===== src/rtl/spi_regfront_pkg.sv =====
package spi_regfront_pkg;

  localparam int unsigned OFF_STA = 0;
  localparam int unsigned OFF_RX  = 4;
  localparam int unsigned OFF_TX  = 8;
  localparam int unsigned OFF_DIV = 12;
  localparam int unsigned OFF_CON = 16;

  localparam int unsigned CB_EN     = 0;
  localparam int unsigned CB_MST    = 1;
  localparam int unsigned CB_TXTRIG = 6;
  localparam int unsigned CB_UFZERO = 7;
  localparam int unsigned CB_OVWR   = 8;

  localparam logic [15:0] CON_WMASK = 16'h1FEF;

  // ordered so that the packed value lands on status bits 5..0
  typedef struct packed {
    logic rx_ovf;
    logic rx_irq;
    logic rx_full;
    logic tx_uf;
    logic tx_irq;
    logic tx_full;
  } flags_t;

endpackage


===== src/rtl/spi_rst_sync.sv =====
module spi_rst_sync #(
  parameter int unsigned STAGES = 2
) (
  input  logic clk,
  input  logic rst_n,
  output logic srst_n
);
  logic [STAGES-1:0] chain_q;

  always_ff @(posedge clk or negedge rst_n) begin
    if (!rst_n) chain_q <= '0;
    else        chain_q <= {chain_q[STAGES-2:0], 1'b1};
  end

  assign srst_n = chain_q[STAGES-1];
endmodule


===== src/rtl/spi_bus_decode.sv =====
module spi_bus_decode
  import spi_regfront_pkg::*;
#(
  parameter int unsigned ADDR_W = 5,
  parameter int unsigned DATA_W = 8,
  parameter int unsigned CTRL_W = 16
) (
  input  logic              sel,
  input  logic              wr,
  input  logic [ADDR_W-1:0] addr,
  input  logic [DATA_W-1:0] sta,
  input  logic [DATA_W-1:0] rx_data,
  input  logic [DATA_W-1:0] div,
  input  logic [CTRL_W-1:0] con,
  output logic              wr_tx,
  output logic              wr_div,
  output logic              wr_con,
  output logic              rd_rx,
  output logic [CTRL_W-1:0] rdata
);
  logic hit_sta, hit_rx, hit_tx, hit_div, hit_con;
  logic is_rd, is_wr;

  assign hit_sta = (addr == ADDR_W'(OFF_STA));
  assign hit_rx  = (addr == ADDR_W'(OFF_RX));
  assign hit_tx  = (addr == ADDR_W'(OFF_TX));
  assign hit_div = (addr == ADDR_W'(OFF_DIV));
  assign hit_con = (addr == ADDR_W'(OFF_CON));

  assign is_rd = sel & ~wr;
  assign is_wr = sel & wr;

  assign wr_tx  = is_wr & hit_tx;
  assign wr_div = is_wr & hit_div;
  assign wr_con = is_wr & hit_con;
  assign rd_rx  = is_rd & hit_rx;

  always_comb begin
    rdata = '0;
    if (is_rd) begin
      if (hit_sta) rdata = CTRL_W'(sta);
      if (hit_rx)  rdata = CTRL_W'(rx_data);
      if (hit_div) rdata = CTRL_W'(div);
      if (hit_con) rdata = con;
    end
  end
endmodule


===== src/rtl/spi_tx_path.sv =====
module spi_tx_path #(
  parameter int unsigned DATA_W = 8
) (
  input  logic              clk,
  input  logic              srst_n,
  input  logic              en_q,
  input  logic              en_n,
  input  logic              uf_zero,
  input  logic              wr_tx,
  input  logic [DATA_W-1:0] wdata,
  input  logic              take,
  output logic [DATA_W-1:0] tx_byte,
  output logic              tx_full,
  output logic              tx_uf,
  output logic              tx_irq
);
  logic [DATA_W-1:0] data_q;
  logic              full_q, full_n;
  logic              uf_q, uf_n;
  logic              irq_q, irq_n;
  logic              load_en;

  assign load_en = en_q & wr_tx;

  always_comb begin
    full_n = full_q;
    uf_n   = uf_q;
    if (en_q && take) begin
      if (full_q) full_n = 1'b0;
      else        uf_n   = 1'b1;
    end
    if (load_en) begin
      full_n = 1'b1;
      uf_n   = 1'b0;
    end
    if (!en_n) begin
      full_n = 1'b0;
      uf_n   = 1'b0;
    end
    irq_n = en_n & (~full_n | uf_n);
  end

  always_ff @(posedge clk or negedge srst_n) begin
    if (!srst_n) begin
      full_q <= 1'b0;
      uf_q   <= 1'b0;
      irq_q  <= 1'b0;
    end else begin
      full_q <= full_n;
      uf_q   <= uf_n;
      irq_q  <= irq_n;
    end
  end

  always_ff @(posedge clk or negedge srst_n) begin
    if (!srst_n)      data_q <= '0;
    else if (load_en) data_q <= wdata;
  end

  assign tx_byte = (full_q || !uf_zero) ? data_q : '0;
  assign tx_full = full_q;
  assign tx_uf   = uf_q;
  assign tx_irq  = irq_q;
endmodule


===== src/rtl/spi_rx_path.sv =====
module spi_rx_path #(
  parameter int unsigned DATA_W = 8
) (
  input  logic              clk,
  input  logic              srst_n,
  input  logic              en_q,
  input  logic              en_n,
  input  logic              ovwr,
  input  logic              rd_rx,
  input  logic              rx_valid,
  input  logic [DATA_W-1:0] rx_byte,
  output logic [DATA_W-1:0] rx_data,
  output logic              rx_full,
  output logic              rx_ovf,
  output logic              rx_irq
);
  logic [DATA_W-1:0] data_q;
  logic              full_q, full_n;
  logic              ovf_q, ovf_n;
  logic              irq_q, irq_n;
  logic              store_en;

  always_comb begin
    full_n   = full_q;
    ovf_n    = ovf_q;
    store_en = 1'b0;
    if (rd_rx) begin
      full_n = 1'b0;
      ovf_n  = 1'b0;
    end
    if (en_q && rx_valid) begin
      if (!full_n) begin
        store_en = 1'b1;
        full_n   = 1'b1;
      end else begin
        ovf_n    = 1'b1;
        store_en = ovwr;
      end
    end
    if (!en_n) begin
      full_n = 1'b0;
      ovf_n  = 1'b0;
    end
    irq_n = en_n & (full_n | ovf_n);
  end

  always_ff @(posedge clk or negedge srst_n) begin
    if (!srst_n) begin
      full_q <= 1'b0;
      ovf_q  <= 1'b0;
      irq_q  <= 1'b0;
    end else begin
      full_q <= full_n;
      ovf_q  <= ovf_n;
      irq_q  <= irq_n;
    end
  end

  always_ff @(posedge clk or negedge srst_n) begin
    if (!srst_n)       data_q <= '0;
    else if (store_en) data_q <= rx_byte;
  end

  assign rx_data = data_q;
  assign rx_full = full_q;
  assign rx_ovf  = ovf_q;
  assign rx_irq  = irq_q;
endmodule


===== src/rtl/spi_regfront.sv =====
module spi_regfront
  import spi_regfront_pkg::*;
#(
  parameter int unsigned ADDR_W    = 5,
  parameter int unsigned DATA_W    = 8,
  parameter int unsigned CTRL_W    = 16,
  parameter int unsigned DIV_RESET = 27,
  parameter int unsigned SYNC_STG  = 2
) (
  input  logic              clk,
  input  logic              rst_n,
  input  logic              bus_sel,
  input  logic              bus_wr,
  input  logic [ADDR_W-1:0] bus_addr,
  input  logic [CTRL_W-1:0] bus_wdata,
  output logic [CTRL_W-1:0] bus_rdata,
  input  logic              eng_take,
  output logic [DATA_W-1:0] eng_tx_byte,
  input  logic              eng_rx_valid,
  input  logic [DATA_W-1:0] eng_rx_byte,
  output logic              eng_start,
  output logic [CTRL_W-1:0] cfg_ctrl,
  output logic [DATA_W-1:0] cfg_div,
  output logic              irq
);
  localparam logic [CTRL_W-1:0] WMASK   = CTRL_W'(CON_WMASK);
  localparam logic [DATA_W-1:0] DIV_RST = DATA_W'(DIV_RESET);
  localparam int unsigned       PAD_W   = DATA_W - $bits(flags_t);

  logic              srst_n;
  logic [CTRL_W-1:0] con_q, con_n;
  logic [DATA_W-1:0] div_q;
  logic              start_q, start_n;
  logic              wr_tx, wr_div, wr_con, rd_rx;
  logic              en_q, en_n, mst_q, trig_tx_q;
  logic [DATA_W-1:0] rx_data;
  logic [DATA_W-1:0] sta;
  flags_t            flg;

  spi_rst_sync #(.STAGES(SYNC_STG)) u_rst (
    .clk    (clk),
    .rst_n  (rst_n),
    .srst_n (srst_n)
  );

  spi_bus_decode #(.ADDR_W(ADDR_W), .DATA_W(DATA_W), .CTRL_W(CTRL_W)) u_dec (
    .sel     (bus_sel),
    .wr      (bus_wr),
    .addr    (bus_addr),
    .sta     (sta),
    .rx_data (rx_data),
    .div     (div_q),
    .con     (con_q),
    .wr_tx   (wr_tx),
    .wr_div  (wr_div),
    .wr_con  (wr_con),
    .rd_rx   (rd_rx),
    .rdata   (bus_rdata)
  );

  always_comb begin
    con_n = con_q;
    if (wr_con) con_n = bus_wdata & WMASK;
  end

  assign en_q      = con_q[CB_EN];
  assign en_n      = con_n[CB_EN];
  assign mst_q     = con_q[CB_MST];
  assign trig_tx_q = con_q[CB_TXTRIG];

  always_comb begin
    start_n = en_q & mst_q & (trig_tx_q ? wr_tx : rd_rx);
  end

  always_ff @(posedge clk or negedge srst_n) begin
    if (!srst_n) begin
      con_q   <= '0;
      start_q <= 1'b0;
    end else begin
      con_q   <= con_n;
      start_q <= start_n;
    end
  end

  always_ff @(posedge clk or negedge srst_n) begin
    if (!srst_n)     div_q <= DIV_RST;
    else if (wr_div) div_q <= bus_wdata[DATA_W-1:0];
  end

  spi_tx_path #(.DATA_W(DATA_W)) u_tx (
    .clk     (clk),
    .srst_n  (srst_n),
    .en_q    (en_q),
    .en_n    (en_n),
    .uf_zero (con_q[CB_UFZERO]),
    .wr_tx   (wr_tx),
    .wdata   (bus_wdata[DATA_W-1:0]),
    .take    (eng_take),
    .tx_byte (eng_tx_byte),
    .tx_full (flg.tx_full),
    .tx_uf   (flg.tx_uf),
    .tx_irq  (flg.tx_irq)
  );

  spi_rx_path #(.DATA_W(DATA_W)) u_rx (
    .clk      (clk),
    .srst_n   (srst_n),
    .en_q     (en_q),
    .en_n     (en_n),
    .ovwr     (con_q[CB_OVWR]),
    .rd_rx    (rd_rx),
    .rx_valid (eng_rx_valid),
    .rx_byte  (eng_rx_byte),
    .rx_data  (rx_data),
    .rx_full  (flg.rx_full),
    .rx_ovf   (flg.rx_ovf),
    .rx_irq   (flg.rx_irq)
  );

  assign sta       = {{PAD_W{1'b0}}, flg};
  assign irq       = trig_tx_q ? flg.tx_irq : flg.rx_irq;
  assign eng_start = start_q;
  assign cfg_ctrl  = con_q;
  assign cfg_div   = div_q;
endmodule


===== config.mk =====
export PLATFORM = sky130hd
export DESIGN_NAME = spi_regfront
export DESIGN_NICKNAME = d
export VERILOG_FILES = /design/src/rtl/spi_regfront_pkg.sv /design/src/rtl/spi_rst_sync.sv /design/src/rtl/spi_bus_decode.sv /design/src/rtl/spi_tx_path.sv /design/src/rtl/spi_rx_path.sv /design/src/rtl/spi_regfront.sv
export SDC_FILE = /design/constraint.sdc
export NUM_CORES = 1
export LEC_CHECK = 0
export BUFFER_PORTS_ARGS = -buffer_cell sky130_fd_sc_hd__buf_2
export CAP_MARGIN = 20
export CORE_ASPECT_RATIO = 1.25
export CORE_MARGIN = 4
export CORE_UTILIZATION = 44
export DETAILED_ROUTE_END_ITERATION = 7
export HOLD_SLACK_MARGIN = 0.08
export PLACE_DENSITY = 0.76
export SLEW_MARGIN = 25
export SYNTH_ARGS = -nofsm -noshare
export SYNTH_HDL_FRONTEND = slang
export SYNTH_SLANG_ARGS = --single-unit

===== constraint.sdc =====
create_clock -name clk -period 1.45 [get_ports clk]
set_clock_uncertainty 0.15 [all_clocks]
set_input_delay 0 -clock clk [delete_from_list [all_inputs] [get_ports clk]]
set_output_delay 0 -clock clk [all_outputs]
set_load 0.02 [all_outputs]

==> flow_summary_export.csv, run 1 <==
group,metric,value,unit
worst_hold_path,hold_path.class,"reg -> async",
route,viasPerCell,5.222,
setup_path,cp_num_buf_inv,1,
floorplan,die_area,6201,um2
sta,finalHoldViolCount,0,
clock_network,clkTransAtPathRegs,0.09,ns
logic_synthesis,synth_mux_area_frac,0.2355,
logic_synthesis,yosys-top-cells-area,"dfrtp_1, mux2_2, dfstp_2",
layout,nNetsFinal,357,
layout,final_cell_mix,"buf_2, dfrtp_1, buf_4",
route,wire_per_inst,17.02,um
clock_network,clock_sinks,45,
setup_path,crit_path_top_delay_cell,"dfstp_2",
logic_synthesis,syn_inst,180,
layout,instances_no_fill,383,
setup_path,path_cells,"mux2_4, a22oi_2, o2bb2ai_2, buf_6",
sta,fin_ws,-0.07879,ns
logic_synthesis,synthFlopType,"dfrtp_1",
placed_design,pre_cts_ws,-0.3365,ns
setup_path,slowest_delay,0.55,ns
logic_synthesis,ys_ff_latch,45,
clock_network,cts_tree,"done",
layout,drive_above_1_share,0.6006,
route,first_pass_iters,4,
clock_network,cts_buffer_depth,2,
placed_design,place_hpwl,4106,um
logic_synthesis,async_reset_ff_frac,1.000,
setup_path,worstSetupStartpointType,"register",
route,met1_length,2582,um
power_and_ir_drop,max-vdd-ir-drop,890.7,uV
route,highest_layer,"met5",
outcome,status,"complete, but fails checks",
layout,finish.utilization,0.7357,
floorplan,die_w,71.24,um
run,cap_violations,0,
grt,grt-ovfl-total,0,
logic_synthesis,postSynthAreaPerCell,12.22,um2
layout,final_common_cell,"buf_2",
clock_network,cts.htree.levels,2,
clock_network,cts-root-buf,"clkbuf_8",
setup_path,r2r_end,"u_tx.data_q[6]",
power_and_ir_drop,p_sw,1.007,mW
setup_path,path_max_fanout,2,
route,routed_wirelength,6520,um
grt,gr-usage-all-layers,0.2071,
sta,timing.final.max_slew_violations,0,
sta,setup-tns-final,-1.239,ns
logic_synthesis,synth-compound-area-share,0.08476,
power_and_ir_drop,p_int,2.581,mW
floorplan,num_io_pins,85,
floorplan,rows,28,
route,dr.first_iter.drc_count,104,
power_and_ir_drop,power.leakage,1.796,nW
placed_design,io_buffers,74,
route,wl_met2,3427,um
route,postRouteAntennaNets,0,
clock_network,clk_latency,0.30,ns
logic_synthesis,yosysTopAreaCellShare,0.4664,
logic_synthesis,yosysSeqAreaShare,0.5142,
logic_synthesis,synth_xor_area_frac,0,
layout,syn_to_final_growth,60.52,%
grt,antenna_found_initial,1,
sta,timing.final.crit_period,1.529,ns
grt,grt_pass1_vias,2039,
logic_synthesis,yosysTopAreaCell,"dfrtp_1",
setup_path,cp.required,1.30,ns
logic_synthesis,synth-simple-area-share,0.1115,
setup_path,crit_type,"reg -> out",
power_and_ir_drop,comb_power_share,0.275,
sta,finalSetupViolCount,21,
setup_path,cp_top_family,"flip-flops",
setup_path,cp-end-kind,"primary output",
floorplan,die_h,87.05,um
logic_synthesis,syn_area,2200,um2
layout,n_antenna_cell,0,
route,drc,0,
setup_path,r2r-start,"cfg_ctrl[0]",
logic_synthesis,yosysWarnings,0,
logic_synthesis,synth_top_family_by_area,"multiplexers",
power_and_ir_drop,clock_power_share,0.277,
setup_path,crit_start,"cfg_div[1]",
placed_design,gp_congestion,0.8819,
clock_network,cts_buffers,5,
setup_path,crit_end,"bus_rdata[1]",
logic_synthesis,synthAdderAreaFrac,0,
sta,fin_crit_sh,1.054,
route,vias,2000,
sta,rsz0062_at_grt,"true",
logic_synthesis,yosysUniqueCellTypes,33,
grt,grt_start_max_net_pins,44,
setup_path,path_depth,4,
grt,grt_pass1_wl,9936,um
power_and_ir_drop,pwr-share-seq,0.448,
floorplan,floorplan.initialDensity,0.4583,
setup_path,rrSetupSlack,-0.08,ns
floorplan,coreArea,4800,um2
setup_path,critPathArrivalTime,1.38,ns
sta,fmax,654.1,MHz
setup_path,reg2reg_depth,3,
logic_synthesis,synth_edf_count,0,
power_and_ir_drop,power_density,1016,nW/um2
outcome,failed_checks,"negative setup slack",
route,dr_wl_met3,406,um
power_and_ir_drop,swShare,0.2807,
placed_design,placedCellCount,331,
[Yosys cell counts, drive strengths merged, types with 4 or more instances]
cell,instances
a22oi,5
dfstp,4
buf,14
nor2,12
nand2,7
o2bb2ai,5
mux2,41
and2,13
nand2b,4
dfrtp,41
nor3,4
a21oi,5
[how the worst min path moves through the flow]
stage | cells after the start | start | slack (ns) | end
3_5_place_dp | 1 | rst_n | -0.36 | u_rst.chain_q[0]
6_report | 1 | u_rst.chain_q[1] | 0.09 | cfg_ctrl[8]
5_1_grt | 4 | bus_sel | 0.11 | u_tx.data_q[5]
2_1_floorplan | 0 | rst_n | -0.45 | u_rst.chain_q[0]
3_3_place_gp | 1 | rst_n | -0.37 | u_rst.chain_q[0]
4_1_cts | 3 | bus_sel | -0.17 | eng_start
[repair_timing]
item,4_1_cts,5_1_grt
hold buffers,25,3
setup buffers,6,8
hold endpoints to repair,45,1
cloned,1,1
resized for setup,18,32
endpoints found under the setup margin,34,40
pin swaps,3,8
[cells by family (layout without fill, tap and decap cells)]
| family | after synthesis | in the layout |
|---|---|---|
| flops | 45 | 45 |
| mux | 44 | 44 |
| compound gates | 25 | 25 |
| simple gates | 47 | 48 |
| other cells | 2 | 8 |
| buf+inv | 17 | 153 |
[power by group through the flow]
stage,Clock (mW),Sequential [mW],Combinational [mW]
after floorplan,0,1.67,0.448
after global placement,0,1.63,0.761
after detailed placement,0,1.62,0.781
after CTS,1.01,1.60,0.914
after global routing,1.06,1.63,1.07
final,0.994,1.61,0.988
[area by class of cell]
| cell class | count | area, um2 |
|---|---|---|
| clock buffers | 7 | 86.33 |
| clock inverters | 1 | 30.03 |
| fillers | 314 | 1269 |
| inverters | 2 | 7.507 |
| multi-input cells | 125 | 1137 |
| flip-flops and latches | 45 | 1134 |
| well taps | 60 | 75.07 |
| repair buffers | 143 | 1061 |
[metal layers]
metal | track usage | vias to the layer above
met3 | 0.05312 | 11
met5 | 0 | -
li1 | - | 913
met4 | 0.06838 | 2
met2 | 0.3554 | 76
met1 | 0.2528 | 998
[worst reg2reg max path, delay by kind of cell (launching register included)]
family,cells,cell delay [ns]
AND/OR/NAND/NOR,2,0.57
flip-flops,1,0.37
multiplexers,1,0.32
[metrics by stage]
stage | area [um2] | hold WS [ns] | total power, mW
finish | 3531 | 0.08593 | 3.589
global route | 3531 | 0.1129 | 3.764
CTS | 3324 | -0.1686 | 3.529
detailed placement | 2843 | -0.3631 | 2.404
global placement | 2843 | -0.3659 | 2.390
floorplan | 2256 | -0.4456 | 2.119
[registers in the layout, indices dropped and copies added, names as in the netlist]
register / count
u_tx.tx_full: 1
u_rx.rx_data: 8
u_rx.rx_ovf: 1
cfg_div: 8
u_rx.rx_full: 1
cfg_ctrl: 12
u_rst.chain_q: 2
u_rx.rx_irq: 1
u_tx.data_q: 8
u_tx.tx_irq: 1
eng_start: 1
u_tx.tx_uf: 1
Note: power is estimated with default switching activity, not from simulation.
==> inputs of run 2 (changes only) <==
Settings changed: CAP_MARGIN 20 to default, RECOVER_POWER from default to 50.
==> run 2 against run 1 <==
The run still ends with negative setup slack left. Largest cell class unchanged. Die area did not move. Highest routed layer unchanged. Routed wire length fell by 0.63%. First-iteration DRC count shrank 17%. Hold slack improved by 0.011 ns. Flip-flop and latch count unchanged. Via count is 0.80% higher. Cell count unchanged. Global-route usage stayed put. Design area decreased by 0.43%. Clock-buffer cell count is the same. Combinational power shrank 0.6%. Setup slack is essentially flat.
==> flow_summary_export.csv, run 2 (synthesis gave the netlist of run 1 again) <==
group,metric,value,unit
outcome,status,"complete, but fails checks",
outcome,failed_checks,"negative setup slack",
sta,finalHoldViolCount,0,
sta,fin_ws,-0.07836,ns
floorplan,die_h,87.05,um
setup_path,path_max_fanout,2,
clock_network,clkTransAtPathRegs,0.09,ns
floorplan,die_w,71.24,um
route,viasPerCell,5.264,
route,routed_wirelength,6479,um
layout,syn_to_final_growth,59.84,%
clock_network,clk_latency,0.30,ns
placed_design,place_hpwl,4106,um
clock_network,cts_tree,"done",
route,wire_per_inst,16.92,um
power_and_ir_drop,power.leakage,1.791,nW
worst_hold_path,hold_depth,4,
route,drc,0,
layout,largest_reg_flops,12,
power_and_ir_drop,max-vdd-ir-drop,883.4,uV
layout,nNetsFinal,357,
layout,n_antenna_cell,0,
floorplan,floorplan.initialDensity,0.4583,
route,vias,2016,
power_and_ir_drop,p_total,3.581,mW
floorplan,rows,28,
setup_path,reg2reg_depth,3,
clock_network,cts_buffers,5,
route,dr.first_iter.drc_count,86,
placed_design,gp_congestion,0.8819,
sta,timing.final.crit_period,1.528,ns
layout,finish.utilization,0.7325,
sta,timing.hold.ws,0.09708,ns
clock_network,cts-root-buf,"clkbuf_8",
sta,worst_pin_slew,0.9625,ns
sta,finalSetupViolCount,21,
sta,setup-tns-final,-1.230,ns
sta,fin_crit_sh,1.054,
floorplan,coreArea,4800,um2
setup_path,critPathArrivalTime,1.38,ns
worst_hold_path,hold_path.class,"in -> reg",
grt,grt_pass1_wl,9936,um
grt,grt_start_max_net_pins,44,
setup_path,cp.required,1.30,ns
route,first_pass_iters,4,
layout,final_common_cell,"buf_2",
clock_network,cts_buffer_depth,2,
setup_path,worstSetupStartpointType,"register",
power_and_ir_drop,power_density,1019,nW/um2
layout,drive_above_1_share,0.6006,
grt,grt_pass1_vias,2039,
setup_path,cp-end-kind,"primary output",
grt,gr-usage-all-layers,0.2071,
clock_network,cts.htree.levels,2,
sta,timing.final.max_slew_violations,0,
sta,rsz0062_at_grt,"true",
placed_design,io_buffers,74,
setup_path,crit_type,"reg -> out",
floorplan,die_area,6201,um2
layout,final_cell_mix,"buf_2, dfrtp_1, buf_4",
grt,antenna_found_initial,1,
run,cap_violations,0,
sta,max_slew_margin,0.3584,
floorplan,num_io_pins,85,
clock_network,clock_sinks,45,
sta,fmax,654.3,MHz
grt,grt-ovfl-total,0,
route,postRouteAntennaNets,0,
==> run 2: cell counts in the layout (fill, tap and decap cells not counted) <==
No cell type changed its count.
==> run 2: power breakdown <==
part	switching (mW)	leakage, nW	internal, mW
clock	0.433	0.0585	0.562
sequential	0.146	0.579	1.46
combinational	0.426	1.15	0.556
total	1.00	1.79	2.58
==> run 2: final timing paths <==
check / end / startpoint / slack (ns)
hold / removal: u_tx.data_q[5] / bus_sel / 0.1
hold reg to reg: u_rst.chain_q[1] / u_rst.chain_q[0] / 0.21
setup reg to reg: u_tx.data_q[6] / cfg_ctrl[0] / -0.08
max in group asynchronous: cfg_ctrl[6] / u_rst.chain_q[1] / 0.14
setup / recovery: bus_rdata[1] / cfg_div[1] / -0.08
min in group asynchronous: cfg_div[2] / u_rst.chain_q[1] / 0.35
==> run 2: cell type report <==
class / instances / area [um2]
Inverter: 2 / 7.507
Clock buffer: 7 / 86.33
Multi-Input combinational cell: 125 / 1137
Fill cell: 316 / 1284
Sequential cell: 45 / 1134
Clock inverter: 1 / 30.03
Tap cell: 60 / 75.07
Timing Repair Buffer: 143 / 1046
==> run 2: critical path: stages, from the launching register on <==
cell and delay, ns:
dfstp_2 0.55, mux2_4 0.15, a22oi_2 0.05, o2bb2ai_2 0.18
buf_6 0.14
==> run 2: metrics by stage <==
step / worst slack [ns] / area, um2 / instances
CTS: -0.08569 / 3324 / 371
global placement: -0.3103 / 2843 / 331
detailed placement: -0.3365 / 2843 / 331
finish: -0.07836 / 3516 / 383
global route: -0.1303 / 3516 / 383
floorplan: -0.1685 / 2256 / 186
==> run 2: timing repair <==
item / in CTS / in global routing
endpoints found under the setup margin: 34 / 40
resized for setup: 18 / 32
hold buffers: 25 / 3
endpoints found under the hold margin: 45 / 1
cloned: 1 / 1
setup buffers: 6 / 8
pin swaps: 3 / 8
==> run 2: metal layers <==
| layer | global-route usage | part of all wire | vias up |
|---|---|---|---|
| met2 | 0.3554 | 0.53 | 78 |
| met3 | 0.05312 | 0.067 | 14 |
| li1 | - | - | 915 |
| met5 | 0 | 0.0011 | - |
| met4 | 0.06838 | 0.017 | 2 |
| met1 | 0.2528 | 0.39 | 1007 |
==> inputs of run 3 (changes only) <==
Settings changed: CORE_MARGIN 4 to default, GPL_TIMING_DRIVEN from default to 0, SLEW_MARGIN 25 to 20.
==> run 3 against run 2 <==
The run ends with negative hold slack, negative setup slack left. Critical endpoint is now u_tx.data_q[3]. Die area is 15% lower. Register-to-register slack worse by 0.10 ns. Combinational power is 5.8% lower. Non-clock buffer count fell by 11.
==> flow_summary_export.csv, run 3 (synthesis gave the netlist of run 1 again) <==
group,metric,value,unit
placed_design,place_hpwl,3755,um
sta,finalHoldViolCount,1,
route,viasPerCell,5.038,
setup_path,crit_type,"reg -> reg",
route,postRouteAntennaNets,0,
route,wl_met2,3113,um
sta,rsz0062_at_grt,"true",
grt,antenna_found_initial,0,
route,wire_per_inst,16.54,um
layout,largest_reg_flops,12,
grt,grt_pass1_vias,1909,
layout,n_antenna_cell,0,
route,routed_wirelength,6154,um
floorplan,die_area,5288,um2
setup_path,path_max_fanout,5,
floorplan,die_w,65.24,um
setup_path,rrSetupSlack,-0.18,ns
sta,fin_ws,-0.1816,ns
clock_network,clkTransAtPathRegs,0.09,ns
layout,instances_no_fill,372,
layout,final_cell_mix,"buf_2, dfrtp_1, dlygate4sd3_1",
layout,drive_above_1_share,0.5256,
sta,max_slew_margin,0.3801,
sta,timing.hold.ws,-0.03507,ns
setup_path,reg2reg_depth,4,
clock_network,clk_latency,0.30,ns
placed_design,io_buffers,74,
grt,grt_pass1_wl,9246,um
sta,worst_pin_slew,0.9298,ns
route,vias,1874,
clock_network,cts-hold-fix-buffers,28,
floorplan,num_io_pins,85,
route,drc,0,
power_and_ir_drop,power_density,980.9,nW/um2
outcome,failed_checks,"negative hold slack, negative setup slack",
sta,timing.final.crit_period,1.632,ns
sta,timing.final.max_slew_violations,0,
route,dr.first_iter.drc_count,69,
grt,grt-ovfl-total,0,
floorplan,die_h,81.05,um
layout,syn_to_final_growth,53.98,%
worst_hold_path,hold_path.class,"in -> reg",
floorplan,rows,28,
route,first_pass_iters,5,
placed_design,gp_congestion,0.9165,
setup_path,critPathArrivalTime,1.67,ns
clock_network,clock_sinks,45,
clock_network,cts_buffers,5,
outcome,status,"complete, but fails checks",
placed_design,placedCellCount,320,
setup_path,worstSetupStartpointType,"register",
power_and_ir_drop,max-vdd-ir-drop,689.0,uV
run,cap_violations,0,
route,dr_wl_met3,402,um
clock_network,cts_tree,"done",
layout,final_common_cell,"buf_2",
sta,fmax,612.9,MHz
clock_network,cts.htree.levels,2,
route,met1_length,2525,um
grt,gr-usage-all-layers,0.2400,
clock_network,cts_buffer_depth,2,
setup_path,cp-end-kind,"register",
route,highest_layer,"met4",
worst_hold_path,hold_depth,4,
grt,grt_start_max_net_pins,44,
layout,nNetsFinal,346,
setup_path,r2r-start,"cfg_ctrl[0]",
sta,fin_crit_sh,1.125,
worst_hold_path,hold_path_end,"eng_start",
sta,finalSetupViolCount,46,
power_and_ir_drop,p_total,3.322,mW
setup_path,r2r_end,"u_tx.data_q[3]",
floorplan,coreArea,4765,um2
floorplan,floorplan.initialDensity,0.4617,
worst_hold_path,min_from,"bus_wr",
setup_path,cp.required,1.49,ns
clock_network,cts-root-buf,"clkbuf_8",
power_and_ir_drop,power.leakage,1.652,nW
==> run 3: changes by cell type in the layout (fill, tap and decap cells not counted), moves of 2 or more <==
cell	delta
clkbuf_1	+19
buf_4	-14
a22oi_2	+2
a22oi_1	-2
buf_2	-16
clkinv_2	+2
buf_6	-4
==> run 3: area by class of cell <==
type                            count  area, um2
Buffer                             14      122.6
Clock buffer                        6      72.57
Clock inverter                      2      10.01
Fill cell                         359       1378
Inverter                            2      7.507
Multi-Input combinational cell    125       1145
Sequential cell                    45       1135
Tap cell                           60      75.07
Timing Repair Buffer              118      819.5
==> run 3: per-layer routing <==
layer / global-route usage / vias to the layer above
li1: - / 883
met1: 0.2856 / 905
met2: 0.4124 / 75
met3: 0.06601 / 11
met4: 0.08696 / 0
met5: 0 / -
==> run 3: per-stage QoR <==
stage	utilization	area [um2]	worst slack [ns]	hold slack, ns	setup TNS, ns
final	0.7109	3387	-0.1816	-0.03507	-3.682
after floorplan	-	2256	-0.1685	-0.4456	-2.268
after detailed placement	0.5670	2701	-0.4878	-0.3610	-18.11
after global routing	0.7109	3387	-0.2040	-0.02729	-5.690
after global placement	0.5670	2701	-0.4276	-0.3647	-16.48
after CTS	0.6746	3214	-0.1672	-0.06564	-2.938
==> run 3: how the worst max path moves through the flow <==
stage                           to   startpoint  cells past startpoint
global route        u_tx.data_q[3]  cfg_ctrl[0]                      4
finish              u_tx.data_q[3]  cfg_ctrl[0]                      4
CTS                 u_tx.data_q[3]  cfg_ctrl[0]                      4
detailed placement     u_rx.rx_ovf  bus_addr[2]                      6
global placement      bus_rdata[1]  bus_addr[2]                      7
floorplan           u_tx.data_q[0]  cfg_ctrl[0]                      4
==> run 3: critical path, stage by stage (launching register included) <==
cell     delay [ns]
dfrtp_2        0.37
nand2_1        0.05
or4_4          0.48
buf_12         0.17
mux2_4         0.29
==> run 3: timing repair <==
| item | CTS | global route |
|---|---|---|
| pin swaps | 0 | 8 |
| resized for setup | 18 | 36 |
| buffers inserted | 6 | 10 |
| endpoints found under the setup margin | 51 | 56 |
| cloned | 1 | 1 |
| hold endpoints to repair | 45 | 1 |
==> run 3: power by group <==
part           leakage, nW  internal, mW  switching (mW)
combinational         1.03         0.524           0.401
clock               0.0450         0.334           0.423
sequential           0.577          1.46           0.181
